File: config.mk
export PLATFORM = sky130hd
export DESIGN_NAME = rdl_addsub
export DESIGN_NICKNAME = d
export VERILOG_FILES = /design/src/rtl/rdl_pkg.sv /design/src/rtl/rdl_sb_rom.sv /design/src/rtl/rdl_lane.sv /design/src/rtl/rdl_addsub.sv
export SDC_FILE = /design/constraint.sdc
export NUM_CORES = 1
export LEC_CHECK = 0
export ABC_AREA = 1
export BUFFER_PORTS_ARGS = -buffer_cell sky130_fd_sc_hd__buf_4
export CAP_MARGIN = 40
export CORE_MARGIN = 5
export CORE_UTILIZATION = 30
export CTS_BUF_LIST = sky130_fd_sc_hd__clkbuf_8
export DETAILED_ROUTE_END_ITERATION = 8
export GPL_TIMING_DRIVEN = 0
export PLACE_DENSITY = 0.48
export SETUP_SLACK_MARGIN = 0.02
export SLEW_MARGIN = 10
export SYNTH_ARGS = -nofsm -noshare
export SYNTH_HDL_FRONTEND = slang
export SYNTH_HIERARCHICAL = 1
export SYNTH_SLANG_ARGS = --single-unit
export TNS_END_PERCENT = 30
File: constraint.sdc
create_clock -name clk -period 9.2 [get_ports clk]
set_input_delay 0.92 -clock clk [delete_from_list [all_inputs] [get_ports clk]]
set_output_delay 0.92 -clock clk [all_outputs]
set_load 0.02 [all_outputs]
File: src/rtl/rdl_pkg.sv
package rdl_pkg;

    typedef enum logic [1:0] {
        PATH_ZERO = 2'd0,
        PATH_PASS = 2'd1,
        PATH_FAR  = 2'd2,
        PATH_NEAR = 2'd3
    } path_e;

    // Correction for a non-negative raw difference idx (frac fraction bits):
    // round(2^frac * log2(1 + 2^(-idx/2^frac))), elaboration-time only.
    function automatic int sb_code(int idx, int frac);
        real d;
        real v;
        d = real'(idx) / real'(1 << frac);
        v = $ln(1.0 + $exp(-d * $ln(2.0))) / $ln(2.0);
        return $rtoi(v * real'(1 << frac) + 0.5);
    endfunction

endpackage

File: src/rtl/rdl_sb_rom.sv
module rdl_sb_rom #(
    parameter int FRAC_W = 4,
    parameter int DEPTH  = 65,
    parameter int IDX_W  = 7,
    parameter int CORR_W = 5
) (
    input  logic [IDX_W-1:0]  idx,
    output logic [CORR_W-1:0] corr
);
    localparam int SLOTS = 1 << IDX_W;

    logic [CORR_W-1:0] rom_w [SLOTS];

    for (genvar i = 0; i < SLOTS; i++) begin : g_entry
        if (i < DEPTH) begin : g_used
            localparam int CODE = rdl_pkg::sb_code(i, FRAC_W);
            assign rom_w[i] = CORR_W'(CODE);
        end else begin : g_spare
            assign rom_w[i] = '0;
        end
    end

    assign corr = rom_w[idx];

endmodule

File: src/rtl/rdl_lane.sv
module rdl_lane
    import rdl_pkg::*;
#(
    parameter int LOG_W  = 10,
    parameter int FRAC_W = 4
) (
    input  logic                    clk,
    input  logic                    rst_n,
    input  logic signed [LOG_W-1:0] x_log,
    input  logic                    x_zero,
    input  logic signed [LOG_W-1:0] y_log,
    input  logic                    y_zero,
    output logic signed [LOG_W-1:0] res_log,
    output logic                    res_zero
);
    localparam int LIMIT  = FRAC_W << FRAC_W;
    localparam int DEPTH  = LIMIT + 1;
    localparam int IDX_W  = $clog2(DEPTH);
    localparam int CORR_W = FRAC_W + 1;
    localparam logic signed [LOG_W-1:0] MAX_LOG = {1'b0, {(LOG_W-1){1'b1}}};

    // Stage 1: order, difference, path choice
    logic signed [LOG_W-1:0] big_c;
    logic signed [LOG_W-1:0] small_c;
    logic        [LOG_W:0]   diff_c;
    path_e                   path_c;

    always_comb begin
        if (x_log >= y_log) begin
            big_c   = x_log;
            small_c = y_log;
        end else begin
            big_c   = y_log;
            small_c = x_log;
        end
        diff_c = {big_c[LOG_W-1], big_c} - {small_c[LOG_W-1], small_c};
        if (x_zero && y_zero)                  path_c = PATH_ZERO;
        else if (x_zero || y_zero)             path_c = PATH_PASS;
        else if (diff_c > (LOG_W+1)'(LIMIT))   path_c = PATH_FAR;
        else                                   path_c = PATH_NEAR;
        if (path_c == PATH_PASS) big_c = x_zero ? y_log : x_log;
    end

    path_e                   s1_path;
    logic signed [LOG_W-1:0] s1_big;
    logic        [IDX_W-1:0] s1_idx;

    always_ff @(posedge clk or negedge rst_n) begin
        if (!rst_n) begin
            s1_path <= PATH_ZERO;
            s1_big  <= '0;
            s1_idx  <= '0;
        end else begin
            s1_path <= path_c;
            s1_big  <= big_c;
            s1_idx  <= diff_c[IDX_W-1:0];
        end
    end

    // Stage 2: correction and saturation
    logic [CORR_W-1:0] corr;
    logic [LOG_W:0]    sum;
    logic signed [LOG_W-1:0] nxt_log;
    logic                    nxt_zero;

    rdl_sb_rom #(
        .FRAC_W (FRAC_W),
        .DEPTH  (DEPTH),
        .IDX_W  (IDX_W),
        .CORR_W (CORR_W)
    ) i_rom (
        .idx  (s1_idx),
        .corr (corr)
    );

    always_comb begin
        sum      = {s1_big[LOG_W-1], s1_big} + {{(LOG_W+1-CORR_W){1'b0}}, corr};
        nxt_log  = s1_big;
        nxt_zero = 1'b0;
        unique case (s1_path)
            PATH_ZERO: begin
                nxt_log  = '0;
                nxt_zero = 1'b1;
            end
            PATH_PASS, PATH_FAR: nxt_log = s1_big;
            PATH_NEAR: nxt_log = (sum[LOG_W] != sum[LOG_W-1]) ? MAX_LOG : sum[LOG_W-1:0];
        endcase
    end

    always_ff @(posedge clk or negedge rst_n) begin
        if (!rst_n) begin
            res_log  <= '0;
            res_zero <= 1'b1;
        end else begin
            res_log  <= nxt_log;
            res_zero <= nxt_zero;
        end
    end

    // Lane properties
    p_both_zero_r4: assert property (@(posedge clk) disable iff (!rst_n)
        (x_zero && y_zero) |-> ##2 (res_zero && res_log == '0));

    p_pass_other_r3: assert property (@(posedge clk) disable iff (!rst_n)
        (x_zero != y_zero) |-> ##2 (!res_zero && res_log == $past(x_zero ? y_log : x_log, 2)));

    p_never_shrinks_r5: assert property (@(posedge clk) disable iff (!rst_n)
        (!x_zero && !y_zero) |-> ##2 (!res_zero && res_log >= $past(x_log, 2) && res_log >= $past(y_log, 2)));

    p_far_keeps_big_r6: assert property (@(posedge clk) disable iff (!rst_n)
        (!x_zero && !y_zero && diff_c > (LOG_W+1)'(LIMIT)) |-> ##2 (res_log == $past(big_c, 2)));

endmodule

File: src/rtl/rdl_addsub.sv
module rdl_addsub #(
    parameter int INT_W  = 6,
    parameter int FRAC_W = 4,
    parameter int LOG_W  = INT_W + FRAC_W
) (
    input  logic                    clk,
    input  logic                    rst_n,
    input  logic                    in_valid,
    input  logic                    in_sub,
    input  logic signed [LOG_W-1:0] a_p_log,
    input  logic                    a_p_zero,
    input  logic signed [LOG_W-1:0] a_n_log,
    input  logic                    a_n_zero,
    input  logic signed [LOG_W-1:0] b_p_log,
    input  logic                    b_p_zero,
    input  logic signed [LOG_W-1:0] b_n_log,
    input  logic                    b_n_zero,
    output logic                    out_valid,
    output logic signed [LOG_W-1:0] r_p_log,
    output logic                    r_p_zero,
    output logic signed [LOG_W-1:0] r_n_log,
    output logic                    r_n_zero
);
    localparam int STAGES = 2;

    // Subtraction: exchange b's parts
    logic signed [LOG_W-1:0] yp_log;
    logic signed [LOG_W-1:0] yn_log;
    logic                    yp_zero;
    logic                    yn_zero;

    always_comb begin
        yp_log  = in_sub ? b_n_log  : b_p_log;
        yp_zero = in_sub ? b_n_zero : b_p_zero;
        yn_log  = in_sub ? b_p_log  : b_n_log;
        yn_zero = in_sub ? b_p_zero : b_n_zero;
    end

    rdl_lane #(.LOG_W(LOG_W), .FRAC_W(FRAC_W)) i_lane_p (
        .clk      (clk),
        .rst_n    (rst_n),
        .x_log    (a_p_log),
        .x_zero   (a_p_zero),
        .y_log    (yp_log),
        .y_zero   (yp_zero),
        .res_log  (r_p_log),
        .res_zero (r_p_zero)
    );

    rdl_lane #(.LOG_W(LOG_W), .FRAC_W(FRAC_W)) i_lane_n (
        .clk      (clk),
        .rst_n    (rst_n),
        .x_log    (a_n_log),
        .x_zero   (a_n_zero),
        .y_log    (yn_log),
        .y_zero   (yn_zero),
        .res_log  (r_n_log),
        .res_zero (r_n_zero)
    );

    logic [STAGES-1:0] vld_q;

    always_ff @(posedge clk or negedge rst_n) begin
        if (!rst_n) vld_q <= '0;
        else        vld_q <= {vld_q[STAGES-2:0], in_valid};
    end

    assign out_valid = vld_q[STAGES-1];

    p_valid_follows_r7: assert property (@(posedge clk) disable iff (!rst_n)
        in_valid |-> ##2 out_valid);

    p_idle_follows_r7: assert property (@(posedge clk) disable iff (!rst_n)
        !in_valid |-> ##2 !out_valid);

    p_sub_swaps_r8: assert property (@(posedge clk) disable iff (!rst_n)
        (in_sub && b_p_zero && !b_n_zero && a_p_zero) |-> ##2 (!r_p_zero && r_p_log == $past(b_n_log, 2)));

endmodule

==> out/qor.yml <==
dp.cells: 1275
grt_pass1_vias: 5626
crit_arrival_ns: 4.40
postPlaceCellArea_um2: 6950
antenna_found_initial: 0
maxCapViolCount: 0
worstMarginPinSlew_ns: 0.754
grt_overflow: 0
critPathKind: "in -> reg"
port_buffers: 70
cp.required_ns: 9.45
postSynthAreaPerCell_um2: 6.51
hold_depth: 0
diodes: 0
syn-instance-count: 935
leakage_nw: 3.92
crit_path_end_kind: "flip-flop"
final_nets: 1120
synthArstFlopShare_pct: 100
ioPinCount: 71
drive_gt1_share_pct: 14.7
start_kind: "input port"
die-area_um2: 23300
wire_per_inst_um: 13.1
dp_hpwl_um: 13900
grt_pass1_wl_um: 27800
design_area_um2: 7190
htree_levels: 3
row_count: 52
synth_edf_count: 0
drtIter0Drc: 449
synth-seq-cells: 62
num_vias: 5953
die_w_um: 152
cts_inserted_buffers: 9
post-cts-setup-buffer-count: 0
synth_nets: 1039
fin_skew_ns: 0.00923
reg2regPathDepth: 23
period_share_pct: 45.2
fmax_mhz: 241
post_cts_resized: 0
holdWs_ns: 0.356
drc_errors: 0
maxSlewHeadroom_pct: 49.7
syn_area_um2: 6090
yosysWarnings: 6
run_status: "completed"
setup_viol: 0
start_util_pct: 30.3
hold_viol: 0
rsz0062_at_grt: "no"
clk_latency_ns: 0.34
stdcell_count: 1290
postCtsHoldBufs: 0
grt_util_all_layers_pct: 14.3
core-area_um2: 20100
ys_seq_area_share_pct: 25.5
hp-class: "reg -> reg"
synth.distinct_cells: 41
final_cell_mix: "nand2_1, inv_1, buf_4"
min_period_ns: 4.16
clk_pin_slew_ns: 0.06
root_buffer: "clkbuf_8"
drtAntennaViolNets: 0
power_density_nw_per_um2: 190
gp_congestion: 0.804
final_common_cell: "nand2_1"
peakVddDrop_uv: 68.5
drv_slew: 0
grt_max_degree: 63
r2r_slack_ns: 5.50
cts_tree: "built"
fin_setup_tns_ns: 0
synth-main-ff-cell: "dfrtp_1"
wl_um: 16800
clkSinkCount: 62
firstDrtPassIters: 8
clock_path_buffers: 2
die_y_um: 152
area_growth_pct: 18.1
via_per_inst: 4.61
cp_max_fo: 10
-- cell families (layout without fill, tap and decap cells) --
group / after synthesis / after routing / share of synthesized area, %
AOI/OAI and AO/OA: 166 / 166 / 15.4
xor gates and xnor gates: 13 / 13 / 1.87
adders and majority gates: 56 / 56 / 11.8
buffers and inverters: 153 / 238 / 10.6
DFF: 62 / 62 / 25.5
and+or+nand+nor: 485 / 485 / 34.8
-- state kept, by name, indices dropped and copies added, names as in the netlist --
signal             count
i_lane_n/res_log      10
i_lane_n/s1_big       10
i_lane_p/res_log      10
i_lane_p/s1_big       10
i_lane_n/s1_idx        7
i_lane_p/s1_idx        7
i_lane_n/s1_path       2
i_lane_p/s1_path       2
vld_q                  2
i_lane_n/res_zero      1
i_lane_p/res_zero      1
-- through the flow --
stage               setup WS [ns]  power, mW  utilization [%]
CTS                          5.05       1.38             35.8
detailed placement           4.68       1.09             34.6
finish                       5.04       1.36             35.8
global placement             4.67       1.09             34.6
floorplan                    5.46      0.883                -
global route                 4.69       1.50             35.8
-- critical path, cell delays in order --
cell and delay [ns]:
buf_4 0.13, inv_2 0.08, buf_6 0.14, nand2_1 0.05, nand2_1 0.12, inv_1 0.10, ha_1 0.34, nand2_2 0.13
inv_1 0.07, a21oi_1 0.22, nand3_1 0.12, nand2_2 0.13, nand3_4 0.15, buf_8 0.19, nand2_2 0.07, nand3_2 0.11
ha_1 0.20, inv_1 0.07, nand2_1 0.11, nand3_1 0.11, nand2_1 0.06, nor2_1 0.12, nand2_1 0.06, nand2_1 0.05
nand2_1 0.04, nor2_1 0.15, nand3_1 0.15, a21oi_1 0.20
-- area by class of cell --
type	instances	area (µm²)
Tap cell	270	338
Sequential cell	62	1550
Clock buffer	10	138
Timing Repair Buffer	70	526
Fill cell	2171	12900
Inverter	130	493
Multi-Input combinational cell	720	3890
Clock inverter	5	98.8
Buffer	23	154
-- metal layers --
layer | vias to the layer above | GRT usage, % | routed length [µm]
met2 | 142 | 20.7 | 6810
met5 | - | 0 | 0
met3 | 10 | 1.70 | 709
met4 | 0 | 4.20 | 163
li1 | 3173 | - | -
met1 | 2628 | 22.2 | 9150
-- cell usage after synthesis (3+ instances only) --
library cell / instances / area, µm²
a21o_1: 3 / 22.5
a21oi_1: 59 / 295
a21oi_2: 4 / 35.0
buf_4: 3 / 22.5
buf_6: 6 / 67.6
clkbuf_1: 13 / 48.8
dfrtp_1: 60 / 1500
ha_1: 54 / 676
inv_1: 124 / 465
inv_2: 3 / 11.3
nand2_1: 315 / 1180
nand2_2: 17 / 106
nand3_1: 58 / 290
nand3_2: 7 / 70.1
nand4_1: 12 / 75.1
nor2_1: 52 / 195
nor3_1: 5 / 25.0
o211ai_1: 11 / 82.6
o21a_1: 6 / 45.0
o21ai_0: 59 / 295
o21ai_1: 4 / 20.0
o21ai_2: 5 / 43.8
o21bai_1: 4 / 30.0
o22ai_1: 9 / 56.3
or2_2: 6 / 37.5
xor2_1: 11 / 96.3
-- power breakdown --
part	leakage (nW)	total, mW	switching [mW]	internal (mW)
Clock	0.124	0.282	0.0974	0.184
Combinational	3.04	0.700	0.436	0.264
Sequential	0.756	0.381	0.0490	0.332
-- path summary, 6_finish.rpt --
path,startpoint,to
max,in_sub,i_lane_p/s1_path[0]
min,vld_q[0],vld_q[1]
max reg2reg,i_lane_n/s1_idx[2],i_lane_n/res_log[5]
min reg2reg,vld_q[0],vld_q[1]
max in group asynchronous,rst_n,i_lane_p/s1_idx[1]
min in group asynchronous,rst_n,i_lane_p/res_log[1]
No activity file was read; power rests on OpenSTA's default activity.
